## src/rtl/mbx_pkg.sv

```systemverilog
package mbx_pkg;
  localparam int unsigned CTRL_W = 6;
  localparam int unsigned SIDE_A = 0;
  localparam int unsigned SIDE_B = 1;

  // bit positions inside a control view, identical for both sides
  localparam int unsigned B_OWN0  = 0;
  localparam int unsigned B_PEER1 = 1;
  localparam int unsigned B_PEER0 = 2;
  localparam int unsigned B_OWN1  = 3;
  localparam int unsigned B_EN0   = 4;
  localparam int unsigned B_EN1   = 5;

  typedef enum logic [1:0] {
    SEL_MSG_0  = 2'd0,
    SEL_CTRL_A = 2'd1,
    SEL_MSG_1  = 2'd2,
    SEL_CTRL_B = 2'd3
  } reg_sel_e;
endpackage

```

## src/rtl/mbx_msg_word.sv

```systemverilog
module mbx_msg_word #(
  parameter int unsigned DW = 32
) (
  input  logic          clk_i,
  input  logic          rst_ni,
  input  logic          a_we_i,
  input  logic [DW-1:0] a_wdata_i,
  input  logic          b_we_i,
  input  logic [DW-1:0] b_wdata_i,
  output logic [DW-1:0] q_o
);
  always_ff @(posedge clk_i or negedge rst_ni) begin
    if (!rst_ni)     q_o <= '0;
    else if (b_we_i) q_o <= b_wdata_i;  // port B wins a collision
    else if (a_we_i) q_o <= a_wdata_i;
  end
endmodule

```

## src/rtl/mbx_flag_owner.sv

```systemverilog
module mbx_flag_owner (
  input  logic       clk_i,
  input  logic       rst_ni,
  input  logic       own_we_i,
  input  logic [1:0] own_val_i,
  input  logic [1:0] en_val_i,
  input  logic [1:0] peer_clr_i,
  output logic [1:0] flags_q_o,
  output logic [1:0] flags_d_o,
  output logic [1:0] en_q_o,
  output logic [1:0] en_d_o
);
  always_comb begin
    flags_d_o = flags_q_o & ~peer_clr_i;
    en_d_o    = en_q_o;
    if (own_we_i) begin
      flags_d_o = own_val_i;  // owner write beats peer clear
      en_d_o    = en_val_i;
    end
  end

  always_ff @(posedge clk_i or negedge rst_ni) begin
    if (!rst_ni) begin
      flags_q_o <= '0;
      en_q_o    <= '0;
    end else begin
      flags_q_o <= flags_d_o;
      en_q_o    <= en_d_o;
    end
  end
endmodule

```

## src/rtl/mbx_doorbell.sv

```systemverilog
module mbx_doorbell
  import mbx_pkg::*;
#(
  parameter int unsigned DW = 32
) (
  input  logic          clk_i,
  input  logic          rst_ni,
  input  logic          a_we_i,
  input  logic [3:2]    a_addr_i,
  input  logic [DW-1:0] a_wdata_i,
  output logic [DW-1:0] a_rdata_o,
  input  logic          b_we_i,
  input  logic [3:2]    b_addr_i,
  input  logic [DW-1:0] b_wdata_i,
  output logic [DW-1:0] b_rdata_o,
  output logic          irq_a_o,
  output logic          irq_b_o
);
  localparam int unsigned PAD_W = DW - CTRL_W;

  reg_sel_e a_sel, b_sel;
  assign a_sel = reg_sel_e'(a_addr_i);
  assign b_sel = reg_sel_e'(b_addr_i);

  logic [1:0]             view_we;
  logic [1:0][CTRL_W-1:0] view_wd;
  logic [1:0][CTRL_W-1:0] view_rd;
  logic [1:0][1:0]        flags_q, flags_d, en_q, en_d;
  logic [1:0][DW-1:0]     msg_q;
  logic [1:0]             irq_q;
  logic                   b_hit_ca;

  assign b_hit_ca         = b_we_i && (b_sel == SEL_CTRL_A);
  assign view_we[SIDE_A]  = b_hit_ca || (a_we_i && (a_sel == SEL_CTRL_A));
  assign view_wd[SIDE_A]  = b_hit_ca ? b_wdata_i[CTRL_W-1:0] : a_wdata_i[CTRL_W-1:0];
  assign view_we[SIDE_B]  = b_we_i && (b_sel == SEL_CTRL_B);
  assign view_wd[SIDE_B]  = b_wdata_i[CTRL_W-1:0];

  for (genvar m = 0; m < 2; m++) begin : g_msg
    localparam reg_sel_e SEL = (m == 0) ? SEL_MSG_0 : SEL_MSG_1;
    mbx_msg_word #(.DW(DW)) u_word (
      .clk_i    (clk_i),
      .rst_ni   (rst_ni),
      .a_we_i   (a_we_i && (a_sel == SEL)),
      .a_wdata_i(a_wdata_i),
      .b_we_i   (b_we_i && (b_sel == SEL)),
      .b_wdata_i(b_wdata_i),
      .q_o      (msg_q[m])
    );
  end

  for (genvar s = 0; s < 2; s++) begin : g_side
    localparam int unsigned PEER = 1 - s;
    mbx_flag_owner u_owner (
      .clk_i     (clk_i),
      .rst_ni    (rst_ni),
      .own_we_i  (view_we[s]),
      .own_val_i ({view_wd[s][B_OWN1], view_wd[s][B_OWN0]}),
      .en_val_i  ({view_wd[s][B_EN1], view_wd[s][B_EN0]}),
      .peer_clr_i({view_we[PEER] && view_wd[PEER][B_PEER1],
                   view_we[PEER] && view_wd[PEER][B_PEER0]}),
      .flags_q_o (flags_q[s]),
      .flags_d_o (flags_d[s]),
      .en_q_o    (en_q[s]),
      .en_d_o    (en_d[s])
    );

    // registered from next-state so irq moves with the flags
    always_ff @(posedge clk_i or negedge rst_ni) begin
      if (!rst_ni) irq_q[s] <= 1'b0;
      else         irq_q[s] <= |(flags_d[PEER] & en_d[s]);
    end

    always_comb begin
      view_rd[s]          = '0;
      view_rd[s][B_OWN0]  = flags_q[s][0];
      view_rd[s][B_OWN1]  = flags_q[s][1];
      view_rd[s][B_PEER0] = flags_q[PEER][0];
      view_rd[s][B_PEER1] = flags_q[PEER][1];
      view_rd[s][B_EN0]   = en_q[s][0];
      view_rd[s][B_EN1]   = en_q[s][1];
    end
  end

  assign irq_a_o = irq_q[SIDE_A];
  assign irq_b_o = irq_q[SIDE_B];

  always_comb begin
    unique case (a_sel)
      SEL_MSG_0:  a_rdata_o = msg_q[0];
      SEL_CTRL_A: a_rdata_o = {{PAD_W{1'b0}}, view_rd[SIDE_A]};
      SEL_MSG_1:  a_rdata_o = msg_q[1];
      default:    a_rdata_o = '0;  // private to port B
    endcase
  end

  always_comb begin
    unique case (b_sel)
      SEL_MSG_0:  b_rdata_o = msg_q[0];
      SEL_CTRL_A: b_rdata_o = {{PAD_W{1'b0}}, view_rd[SIDE_A]};
      SEL_MSG_1:  b_rdata_o = msg_q[1];
      default:    b_rdata_o = {{PAD_W{1'b0}}, view_rd[SIDE_B]};
    endcase
  end
endmodule

```

## config.mk

```make
export PLATFORM = sky130hd
export DESIGN_NAME = mbx_doorbell
export DESIGN_NICKNAME = d
export VERILOG_FILES = /design/src/rtl/mbx_pkg.sv /design/src/rtl/mbx_msg_word.sv /design/src/rtl/mbx_flag_owner.sv /design/src/rtl/mbx_doorbell.sv
export SDC_FILE = /design/constraint.sdc
export NUM_CORES = 1
export LEC_CHECK = 0
export ABC_AREA = 1
export BUFFER_PORTS_ARGS = -buffer_cell sky130_fd_sc_hd__buf_4
export CAP_MARGIN = 20
export CORE_ASPECT_RATIO = 1.2
export CORE_MARGIN = 2
export CORE_UTILIZATION = 34
export DETAILED_ROUTE_END_ITERATION = 7
export SYNTH_ARGS = -nofsm -noshare
export SYNTH_HDL_FRONTEND = slang
export SYNTH_SLANG_ARGS = --single-unit
```

## constraint.sdc

```tcl
create_clock -name clk_i -period 1.7 [get_ports clk_i]
set_clock_uncertainty 0.2 [all_clocks]
set_input_delay 0.34 -clock clk_i [delete_from_list [all_inputs] [get_ports clk_i]]
set_output_delay 0.34 -clock clk_i [all_outputs]
set_load 0.02 [all_outputs]
```

[After elaboration in Yosys (flattened, before gate mapping)]
Cells that the tools add are included.
Cells by class
  bitwise operators: 6
  reduce and logical (&&, ||, !) cells: 18
  mux-type cells: 11
  equal/unequal tests: 5
Operator list (count)
  32-bit one-hot mux with 3 select lines: 2
  32-bit 2-to-1 mux: 4
  1-bit logical AND: 11
  2-bit bitwise AND: 4
  2-bit 2-to-1 mux: 4
  2-bit == test (second input constant): 3
  6-bit 2-to-1 mux: 1
  2-bit by 1-bit == test with 1-bit output (second input constant): 2
  2-bit logical NOT: 2
  2-bit NOT: 2
  2-bit nonzero test: 2
  2-bit OR reduction: 2
  1-bit logical OR: 1
Word-level totals
  input port bits: 72
  output and inout bits: 66
  word-level logic and storage cells: 48
  register bits: 74

[Longest topological paths before layout]
Gate-level depths: netlist of run 1.
  word-level depth: 9
  depth in mapped cells: 10

[Hierarchy]
A second synthesis of run 1 with hierarchy kept.
Second synthesis, totals
  cell total of the unflattened synthesis: 612
  area total of the unflattened synthesis: 4694.5 um2
Modules (own cells, without submodules)
  mbx_msg_word: instances 2, seq. area each 800.8 um2, area an instance 1506.4 um2, cells an instance 176
  mbx_doorbell: instances 1, seq. area each 50.0 um2, area an instance 1363.8 um2, cells an instance 222
  mbx_flag_owner: instances 2, seq. area each 100.1 um2, area an instance 158.9 um2, cells an instance 19

[Worst setup path before layout of run 1]
Ideal clock, no wire load.
  kind: input to output
  from: input b_addr_i[2] (netlist name)
  to: output b_rdata_o[10]
  slack: -85 ps
  buffers on the path: 2
  data arrival time: 1245 ps
  required time: 1160 ps
  stages: 5
  cell sequence: buf_6 inv_1 nand2_1 buf_2 o22ai_1
Between the ends
  word-level cells in the longest chain between the ends: 2
  elaborated cells on any way between the ends: 4
  classes of those cells: eq/ne (2); mux (1); reduce/logical (1)
RTL lines
  start, declared: RTL line mbx_doorbell.sv:13  | input logic [3:2] b_addr_i,
  2-bit == test, or another cell as far along: RTL line mbx_doorbell.sv:98  | unique case (b_sel)
  32-bit one-hot mux with 3 select lines (*): RTL line mbx_doorbell.sv:98
  end, declared: RTL line mbx_doorbell.sv:15  | output logic [DW-1:0] b_rdata_o,
Every way passes the cells marked *; elsewhere a longest branch is shown, timed or not.

[Final worst setup path of run 1]
  from: register g_side[1].u_owner.flags_q_o[0]
  to: output b_rdata_o[2]
Between the ends
  word-level cells in the longest chain between the ends: 1
RTL lines
  start, declared: RTL line mbx_flag_owner.sv:8  | output logic [1:0] flags_q_o,
  start signal, assigned: RTL line mbx_flag_owner.sv:27  | flags_q_o <= flags_d_o;
  32-bit one-hot mux with 3 select lines: RTL line mbx_doorbell.sv:98
Every way passes these cells.

==> out/qor.yml, run 1 <==
hold_path:
  min_path_cells: 3
  hold_class: "primary input to flip-flop"
  holdPathEnd: "g_msg[1].u_word.q_o[30]"
  hp-start: "b_wdata_i[30]"
synth:
  synthTopCellsByCount: "98 x o22ai_1, 85 x inv_1, 74 x dfrtp_1"
  yosysMostFrequentCell: "o22ai_1"
  avgSynthCellArea_um2: 7.70
  synth_top_family_by_area: "compound AO/OA/AOI/OAI gates"
  ys_ff_latch: 74
  synth_edf_count: 0
  synthArstFlopShare: 1.00
  ys_types: 26
  synthSimpleGateAreaFrac: 0.143
  ys.flop_type: "dfrtp_1"
  synth_compound_area_frac: 0.289
  syn_inst: 556
  synth.area.mux_share: 0
  synth_area_leaders: "dfrtp_1 43%, o22ai_1 14%, inv_1 7.5%, o21ai_0 7.0%, nand2_1 5.5%"
  synthXorXnorAreaFrac: 0
  synth_area_leader_cell: "dfrtp_1"
  yosysTopAreaCellShare: 0.433
  syn_area_um2: 4280
  yosys_warnings: 0
  yosysSeqAreaShare: 0.433
  synthAdderAreaFrac: 0
  synth_nets: 628
setup_path:
  slowest_stage: "dfrtp_1"
  end_kind: "output port"
  cp_cell_sequence: "inv_2, o22ai_1, a21oi_1, o21ai_1, buf_4"
  slowest_delay_ns: 0.38
  reg2reg_to: "irq_b_o"
  crit_fanout: 3
  r2r_start: "g_side[0].u_owner.flags_q_o[1]"
  cp.arrival_ns: 1.29
  r2r_cells: 7
  required_ns: 1.16
  critical_path.startpoint_type: "flip-flop"
  path_delay_family: "flip-flops"
  crit_type: "flip-flop to output port"
  rrSetupSlack_ns: 0.51
  crit_buf_inv: 2
floorplanning:
  start_util: 0.350
  ioPinCount: 138
  die_area_um2: 13500
  row_count: 44
  fp.dieH_um: 127
  core_um2: 12200
  die_w_um: 106
layout:
  drive_gt1_frac: 0.423
  num_antenna_cells: 0
  final_cell_area_um2: 6920
  nets: 800
  syn2layout_area_growth_pct: 61.7
  final_core_util: 0.566
  instances_no_fill: 893
routing:
  routedWlPerCell_um: 18.9
  drtAntennaViolNets: 0
  totalWireLength_um: 16900
  drcViolationCount: 0
  drt_pass1_iterations: 5
  num_vias: 4954
  drt_iter0_drc: 340
  viasPerCell: 5.55
placement:
  dpl_cell_area_um2: 5730
  hpwl_um: 11200
  gp_congestion: 0.929
  dp_cells: 861
  place_ws_ns: -0.117
  io_buffer_count: 137
global_route:
  antenna_found_initial: 0
  grt_max_degree: 40
  grt_pass1_wl_um: 24800
  grtUsageTotal: 0.233
  grt_pass1_vias: 4785
  grt_remaining_overflow: 0
timing:
  fin_ws_ns: -0.130
  worst_pin_slew_ns: 0.396
  fmax_mhz: 546
  setup_viol: 33
  min_period_over_period: 1.08
  rsz0062_at_grt: "yes"
  period_needed_ns: 1.83
  drv_slew: 0
  final.setup.tns_ns: -2.11
  relSlewSlack: 0.736
  hold_violations: 0
  holdWs_ns: 0.0355
clock_tree:
  ctsHtreeMaxLevel: 3
  numCtsBuffers: 9
  clockBufferDepth: 2
  path_clk_slew_ns: 0.06
  clock_latency_ns: 0.34
  root_buffer: "clkbuf_16"
  cts_tree: "done"
  cts.sinks: 74
job:
  cap_violations: 0
pwr:
  irDropWorstVdd_v: 0.000577
  cellLeakagePower_nw: 3.26
  p_per_area_nw_per_um2: 935
  power_mw: 6.47
run_status:
  status: "finished, violations left"
  violations: "setup timing"
[layer usage]
metal,vias to the layer above,share of wire,global-route usage
li1,2258,-,-
met1,2375,0.38,0.291
met2,271,0.50,0.402
met3,50,0.086,0.0391
met4,0,0.033,0.0886
met5,-,0,0
[flip-flops by register name (all words and copies together) (netlist names)]
name                      cells
g_side.u_owner.flags_q_o      4
g_side.u_owner.en_q_o         4
g_msg.u_word.q_o             64
irq_b_o                       1
irq_a_o                       1
[kinds of logic (layout without fill, tap and decap cells)]
kind of cell           after synthesis  in the layout
flip-flops                          74             74
AND/OR/NAND/NOR                    139            139
AO/OA/AOI/OAI                      215            215
buffers and inverters              128            304
[cell type report]
class	count	area (um2)
repair buffers	200	1870
fillers	1089	5300
clock buffers	10	229
inverters	89	357
flip-flops and latches	74	1850
clock inverters	5	56.3
well taps	161	201
multi-input cells	354	2360
[worst max-delay path by stage]
stage / from / endpoint / slack [ns] / cells past startpoint
floorplan: b_addr_i[2] / b_rdata_o[10] / -0.08 / 5
global placement: b_addr_i[2] / b_rdata_o[2] / -0.12 / 7
detailed placement: a_addr_i[3] / a_rdata_o[13] / -0.12 / 7
CTS: g_side[1].u_owner.flags_q_o[0] / b_rdata_o[2] / -0.11 / 5
global route: g_side[1].u_owner.flags_q_o[0] / b_rdata_o[2] / -0.18 / 5
finish: g_side[1].u_owner.flags_q_o[0] / b_rdata_o[2] / -0.13 / 5
[layout by cell type, fill, tap and decap left out, types with 12 or more instances in the layout]
cell | netlist | routed
o21ai_1 | 43 | 45
o22ai_2 | 0 | 33
o22ai_1 | 98 | 52
o21ai_0 | 60 | 56
inv_2 | 2 | 12
nand2_1 | 63 | 55
inv_1 | 85 | 71
o22ai_4 | 0 | 13
nand3_1 | 15 | 14
buf_4 | 5 | 137
nor2_1 | 49 | 48
dfrtp_1 | 74 | 73
buf_6 | 7 | 48
[report_power, final]
part           total (mW)  internal, mW  switching (mW)  leakage (nW)
clock network        1.86          1.12           0.733         0.138
logic                2.42          1.05            1.37          2.22
registers            2.19          2.07           0.125         0.901
[worst register-to-register path: cells and delay by family, from the launching register on]
kind                   cells  cell delay, ns
AO/OA/AOI/OAI              1            0.04
flip-flops                 1            0.37
buffers and inverters      2            0.23
AND/OR/NAND/NOR            4            0.25
[what timing repair did]
item                       4_1_cts  5_1_grt
setup buffers                    4        8
setup endpoints to repair       62       53
hold endpoints to repair        25        0
resized for setup               52      109
cloned                           1        3
hold buffers                     1        0
pin swaps                        8       10
Power figures use the tool's default switching activity.
==> run 2, diff against run 1 <==
--- a/config.mk
+++ b/config.mk
@@ -12,6 +12,7 @@
 export CORE_MARGIN = 2
 export CORE_UTILIZATION = 34
 export DETAILED_ROUTE_END_ITERATION = 7
+export SKIP_CTS_REPAIR_TIMING = 1
 export SYNTH_ARGS = -nofsm -noshare
 export SYNTH_HDL_FRONTEND = slang
 export SYNTH_SLANG_ARGS = --single-unit
==> run 2 against run 1 <==
Effect of this change: largest cell class unchanged; global-route usage is 0.66 points lower; critical endpoint is now a_rdata_o[20]; the run still ends with setup timing left; utilization fell by 3.9 points; total power down 4.4%; critical path depth grew 2; worst hold slack worse by 0.0038 ns; register-to-register slack better by 0.02 ns; final cell count shrank 0.67%.
==> out/qor.yml, run 2 (synthesis gave the netlist of run 1 again) <==
run_status:
  status: "finished, violations left"  # unchanged
  violations: "setup timing"  # unchanged
placement:
  gp_congestion: 0.929  # unchanged
  hpwl_um: 11200  # unchanged
  io_buffer_count: 137  # unchanged
  dpl_cell_area_um2: 5730  # unchanged
clock_tree:
  numCtsBuffers: 9  # unchanged
  cts_tree: "done"  # unchanged
  root_buffer: "clkbuf_16"  # unchanged
  ctsHtreeMaxLevel: 3  # unchanged
  clock_latency_ns: 0.34  # about the same
  path_clk_slew_ns: 0.06  # about the same
  clockBufferDepth: 2  # unchanged
  cts.sinks: 74  # unchanged
routing:
  viasPerCell: 5.51  # was 5.55
  routedWlPerCell_um: 18.5  # was 18.9 um
  drcViolationCount: 0  # unchanged
  drtAntennaViolNets: 0  # unchanged
  drt_iter0_drc: 395  # was 340
  drt_pass1_iterations: 6  # was 5
  totalWireLength_um: 16400  # was 16,900 um
  num_vias: 4883  # was 4,954
layout:
  nets: 794  # was 800
  final_core_util: 0.527  # was 0.566
  layout_common_cells: "167 x buf_4, 77 x o22ai_1, 75 x inv_1"  # was 137 x buf_4, 73 x dfrtp_1, 71 x inv_1
  max_flop_register: "g_msg.u_word.q_o"  # unchanged
  num_antenna_cells: 0  # unchanged
  final_cell_area_um2: 6440  # was 6920 um2
  syn2layout_area_growth_pct: 50.5  # was 61.7%
  final_common_cell: "buf_4"  # unchanged
  drive_gt1_frac: 0.368  # was 0.423
  largest_reg_flops: 64  # unchanged
  reg_top3: "g_msg.u_word.q_o: 64 flops, g_side.u_owner.en_q_o: 4 flops, g_side.u_owner.flags_q_o: 4 flops"  # unchanged
setup_path:
  crit_fanout: 23  # was 3
  r2r_start: "g_side[0].u_owner.flags_q_o[1]"  # unchanged
  required_ns: 1.16  # about the same
  cp.arrival_ns: 1.29  # about the same
  crit_start: "a_addr_i[3]"  # was g_side[1].u_owner.flags_q_o[0]
  end_kind: "output port"  # unchanged
  critical_path.startpoint_type: "primary input"  # was flip-flop
  reg2reg_to: "irq_b_o"  # unchanged
  crit_type: "primary input to output port"  # was flip-flop to output port
  rrSetupSlack_ns: 0.53  # was 0.51 ns
  r2r_cells: 7  # unchanged
floorplanning:
  core_um2: 12200  # unchanged
  start_util: 0.350  # unchanged
  die_w_um: 106  # unchanged
  ioPinCount: 138  # unchanged
  row_count: 44  # unchanged
  die_area_um2: 13500  # unchanged
  fp.dieH_um: 127  # unchanged
timing:
  holdWs_ns: 0.0316  # was 0.0355 ns
  setup_viol: 37  # was 33
  min_period_over_period: 1.07  # was 1.08
  fmax_mhz: 547  # was 546 MHz
  final.setup.tns_ns: -3.40  # was -2.11 ns
  worst_pin_slew_ns: 0.398  # was 0.396 ns
  rsz0062_at_grt: "yes"  # unchanged
  fin_ws_ns: -0.127  # was -0.130 ns
  period_needed_ns: 1.83  # about the same
  relSlewSlack: 0.735  # was 0.736
  hold_violations: 0  # unchanged
  drv_slew: 0  # unchanged
global_route:
  use_met3: 0.0349  # was 0.0391
  use_met2: 0.383  # was 0.402
  antenna_found_initial: 0  # unchanged
  grt_max_degree: 40  # unchanged
  met1_usage: 0.287  # was 0.291
  grt_remaining_overflow: 0  # unchanged
  grt-busiest-layer: "met2"  # unchanged
  grt_pass1_vias: 4733  # was 4,785
  grtUsageTotal: 0.226  # was 0.233
  grt_pass1_wl_um: 24100  # was 24,800 um
pwr:
  pwr-share-clk: 0.302  # was 0.287
  p_per_area_nw_per_um2: 960  # was 935 nW/um2
  combPwrFrac: 0.345  # was 0.374
  cellLeakagePower_nw: 3.15  # was 3.26 nW
  p_switching_mw: 2.10  # was 2.23 mW
  irDropWorstVdd_v: 0.000558  # was 0.000577 V
  pwr-share-seq: 0.354  # was 0.339
  switching_share: 0.339  # was 0.344
  p_int_mw: 4.09  # was 4.25 mW
hold_path:
  hold_class: "primary input to flip-flop"  # unchanged
  min_path_cells: 3  # unchanged
  hp-start: "b_wdata_i[30]"  # unchanged
  holdPathEnd: "g_msg[1].u_word.q_o[30]"  # unchanged
job:
  cap_violations: 0  # unchanged
## run 2: changes by cell type in the layout (fill, tap and decap cells not counted), moves of 2 or more
cell / previous run / this run
buf_4: 137 / 167
buf_6: 48 / 15
buf_8: 2 / 0
inv_1: 71 / 75
inv_2: 12 / 10
inv_6: 2 / 0
nand2_1: 55 / 57
nand2_2: 11 / 8
o221ai_1: 1 / 6
o221ai_2: 5 / 1
o22ai_1: 52 / 77
o22ai_2: 33 / 19
o22ai_4: 13 / 2
## run 2: critical path, stage by stage
cell,delay (ns)
buf_4,0.13
inv_2,0.07
nor2_4,0.03
inv_1,0.22
buf_12,0.21
o22ai_1,0.10
buf_4,0.17
## run 2: through the flow
step,worst slack (ns),power [mW],instances
CTS,-0.214,5.97,876
global placement,-0.125,4.07,861
detailed placement,-0.117,4.11,861
floorplan,-0.0849,3.26,556
finish,-0.127,6.19,887
global route,-0.167,6.48,887
## run 2: power by group through the flow
stage	logic, mW	clock network (mW)	registers [mW]
6_report	2.13	1.87	2.19
5_1_grt	2.29	1.97	2.22
2_1_floorplan	1.08	0	2.18
4_1_cts	1.91	1.89	2.18
3_3_place_gp	1.87	0	2.20
3_5_place_dp	1.90	0	2.20
## run 2: area by class of cell
cell class,count,area (um2)
Clock buffer,10,229
Clock inverter,5,56.3
Fill cell,1166,5780
Inverter,89,349
Multi-Input combinational cell,354,2090
Sequential cell,74,1850
Tap cell,161,201
Timing Repair Buffer,194,1670
## run 2: how the worst max path moves through the flow
stage,end,slack (ns),cells past startpoint
5_1_grt,a_rdata_o[20],-0.17,7
4_1_cts,b_rdata_o[3],-0.21,5
3_3_place_gp,b_rdata_o[2],-0.12,7
3_5_place_dp,a_rdata_o[13],-0.12,7
2_1_floorplan,b_rdata_o[10],-0.08,5
6_report,a_rdata_o[20],-0.13,7
## run 2: layer usage
metal,vias to the layer above,part of all wire,wire length (um)
li1,2250,-,-
met1,2369,0.41,6680
met2,229,0.49,8110
met3,35,0.072,1180
met4,0,0.026,432
met5,-,0,0
==> run 3, diff against run 2 <==
--- a/config.mk
+++ b/config.mk
@@ -10,8 +10,9 @@
 export CAP_MARGIN = 20
 export CORE_ASPECT_RATIO = 1.2
 export CORE_MARGIN = 2
-export CORE_UTILIZATION = 34
+export CORE_UTILIZATION = 41
 export DETAILED_ROUTE_END_ITERATION = 7
+export PLACE_DENSITY = 0.67
 export SKIP_CTS_REPAIR_TIMING = 1
 export SYNTH_ARGS = -nofsm -noshare
 export SYNTH_HDL_FRONTEND = slang
==> run 3 against run 2 <==
Effect of this change: highest routed layer unchanged; the run still ends with setup timing left; first-iteration DRC count down 8.9%; sequential share of layout area down 2.4 points; sequential power about the same; utilization up 17 points; combinational power up 19%; largest power group is now combinational cells.
==> out/qor.yml, run 3 (synthesis gave the netlist of run 1 again) <==
setup_path:
  crit_cells: 7  # unchanged
  crit_end: "a_rdata_o[23]"  # was a_rdata_o[20]
  slowest_delay_ns: 0.19  # was 0.22 ns
  required_ns: 1.16  # about the same
  slowest_stage: "clkbuf_16"  # was inv_1
  r2r_start: "g_side[0].u_owner.flags_q_o[1]"  # unchanged
  path_delay_family: "buffers and inverters"  # unchanged
  cp.arrival_ns: 1.35  # was 1.29 ns
  crit_fanout: 8  # was 23
  r2r_cells: 7  # unchanged
  crit_buf_inv: 5  # unchanged
  crit_type: "primary input to output port"  # unchanged
  crit_top_cell: "buf_4"  # unchanged
  end_kind: "output port"  # unchanged
  crit_start: "a_addr_i[3]"  # unchanged
  critical_path.startpoint_type: "primary input"  # unchanged
  cp_cell_sequence: "buf_8, buf_4, nor2_4, inv_6, clkbuf_16, o22ai_1, buf_4"  # was buf_4, inv_2, nor2_4, inv_1, buf_12, o22ai_1, buf_4
  rrSetupSlack_ns: 0.44  # was 0.53 ns
  reg2reg_to: "irq_b_o"  # unchanged
placement:
  io_buffer_count: 137  # unchanged
  dp_cells: 816  # was 861
  hpwl_um: 10700  # was 11,200 um
  gp_congestion: 0.917  # was 0.929
floorplanning:
  die_area_um2: 11300  # was 13,500 um2
  start_util: 0.423  # was 0.350
  row_count: 40  # was 44
  core_um2: 10100  # was 12,200 um2
  ioPinCount: 138  # unchanged
  fp.dieH_um: 116  # was 127 um
  die_w_um: 97.3  # was 106 um
run_status:
  violations: "setup timing"  # unchanged
  status: "finished, violations left"  # unchanged
pwr:
  p_switching_mw: 2.31  # was 2.10 mW
  pwr-share-seq: 0.336  # was 0.354
  cellLeakagePower_nw: 3.28  # was 3.15 nW
  irDropWorstVdd_v: 0.000506  # was 0.000558 V
  combPwrFrac: 0.389  # was 0.345
  p_per_area_nw_per_um2: 931  # was 960 nW/um2
  switching_share: 0.353  # was 0.339
  pwr-share-clk: 0.275  # was 0.302
  p_int_mw: 4.23  # was 4.09 mW
layout:
  num_antenna_cells: 0  # unchanged
  fillers: 804  # was 1,166
  layout_common_cells: "132 x buf_4, 74 x dfrtp_1, 65 x inv_1"  # was 167 x buf_4, 77 x o22ai_1, 75 x inv_1
  largest_reg_flops: 64  # unchanged
  instances_no_fill: 856  # was 887
  drive_gt1_frac: 0.423  # was 0.368
  syn2layout_area_growth_pct: 64.1  # was 50.5%
  nets: 797  # was 794
  reg_top3: "g_msg.u_word.q_o: 64 flops, g_side.u_owner.en_q_o: 4 flops, g_side.u_owner.flags_q_o: 4 flops"  # unchanged
  max_flop_register: "g_msg.u_word.q_o"  # unchanged
  final_common_cell: "buf_4"  # unchanged
clock_tree:
  clock_latency_ns: 0.33  # was 0.34 ns
  root_buffer: "clkbuf_16"  # unchanged
  path_clk_slew_ns: 0.06  # about the same
  clockBufferDepth: 2  # unchanged
  cts_tree: "done"  # unchanged
  cts.sinks: 74  # unchanged
  ctsHtreeMaxLevel: 3  # unchanged
  numCtsBuffers: 9  # unchanged
timing:
  rsz0062_at_grt: "yes"  # unchanged
  relSlewSlack: 0.751  # was 0.735
  setup_viol: 37  # unchanged
  min_period_over_period: 1.11  # was 1.07
  drv_slew: 0  # unchanged
  period_needed_ns: 1.89  # was 1.83 ns
  worst_pin_slew_ns: 0.373  # was 0.398 ns
  fmax_mhz: 530  # was 547 MHz
  fin_ws_ns: -0.188  # was -0.127 ns
  hold_violations: 0  # unchanged
  final.setup.tns_ns: -4.46  # was -3.40 ns
global_route:
  grt_pass1_wl_um: 22900  # was 24,100 um
  grt_pass1_vias: 4469  # was 4,733
  grt_remaining_overflow: 0  # unchanged
  grt_max_degree: 36  # was 40
  grtUsageTotal: 0.257  # was 0.226
  antenna_found_initial: 0  # unchanged
routing:
  totalWireLength_um: 17500  # was 16,400 um
  drtAntennaViolNets: 0  # unchanged
  drcViolationCount: 0  # unchanged
  drt_iter0_drc: 360  # was 395
  viasPerCell: 5.77  # was 5.51
  num_vias: 4938  # was 4,883
  routedWlPerCell_um: 20.4  # was 18.5 um
  drt_pass1_iterations: 5  # was 6
job:
  cap_violations: 0  # unchanged
hold_path:
  hold_class: "primary input to flip-flop"  # unchanged
  min_path_cells: 3  # unchanged
## run 3: cell types whose count changed in the layout (fill, tap and decap cells not counted), sizes merged
cell	before	now
bufinv	1	0
clkbuf	13	19
inv	89	88
clkinvlp	1	2
buf	190	189
## run 3: worst reg2reg max path: cells and delay by family, from the launching register on
kind	cells	cell delay (ns)
buf+inv	2	0.20
compound gates	1	0.13
simple gates	4	0.35
flops	1	0.33
## run 3: metrics by stage
stage	total power [mW]	worst slack (ns)	utilization	area, um2	hold slack [ns]
finish	6.54	-0.188	0.695	7030	0.0593
global route	6.82	-0.208	0.695	7030	0.0548
CTS	5.89	-0.210	0.583	5890	-0.289
detailed placement	4.09	-0.113	0.555	5610	0.0720
global placement	4.05	-0.137	0.555	5610	0.0692
floorplan	3.26	-0.0849	-	4290	-0.156
## run 3: power groups by stage
stage	clock, mW	combinational [mW]	sequential, mW
floorplan	0	1.08	2.18
global route	1.89	2.71	2.23
global placement	0	1.85	2.20
finish	1.80	2.54	2.20
CTS	1.82	1.89	2.18
detailed placement	0	1.89	2.20
## run 3: layer usage
layer	up-vias	routed length, um	track usage
met5	-	0	0
li1	2255	-	-
met3	47	1530	0.0591
met4	0	628	0.0750
met2	282	8740	0.445
met1	2354	6600	0.326
## run 3: how the worst min path moves through the flow
stage	start	to	slack [ns]
after floorplan	rst_ni	g_msg[0].u_word.q_o[0]	-0.16
after global routing	b_wdata_i[6]	g_msg[1].u_word.q_o[6]	0.05
after CTS	rst_ni	g_msg[1].u_word.q_o[16]	-0.29
after global placement	rst_ni	g_msg[0].u_word.q_o[17]	0.07
after detailed placement	rst_ni	g_msg[1].u_word.q_o[16]	0.07
final	b_wdata_i[30]	g_msg[0].u_word.q_o[30]	0.06
## run 3: area by class of cell
class	count	area (um2)	area share
clock buffer	12	256	0.0365
clock inverter	4	26.3	0.00374
inverter	89	363	0.0516
multi-input combinational	354	2440	0.348
sequential	74	1850	0.264
tap	126	158	0.0224
timing repair buffer	197	1930	0.274
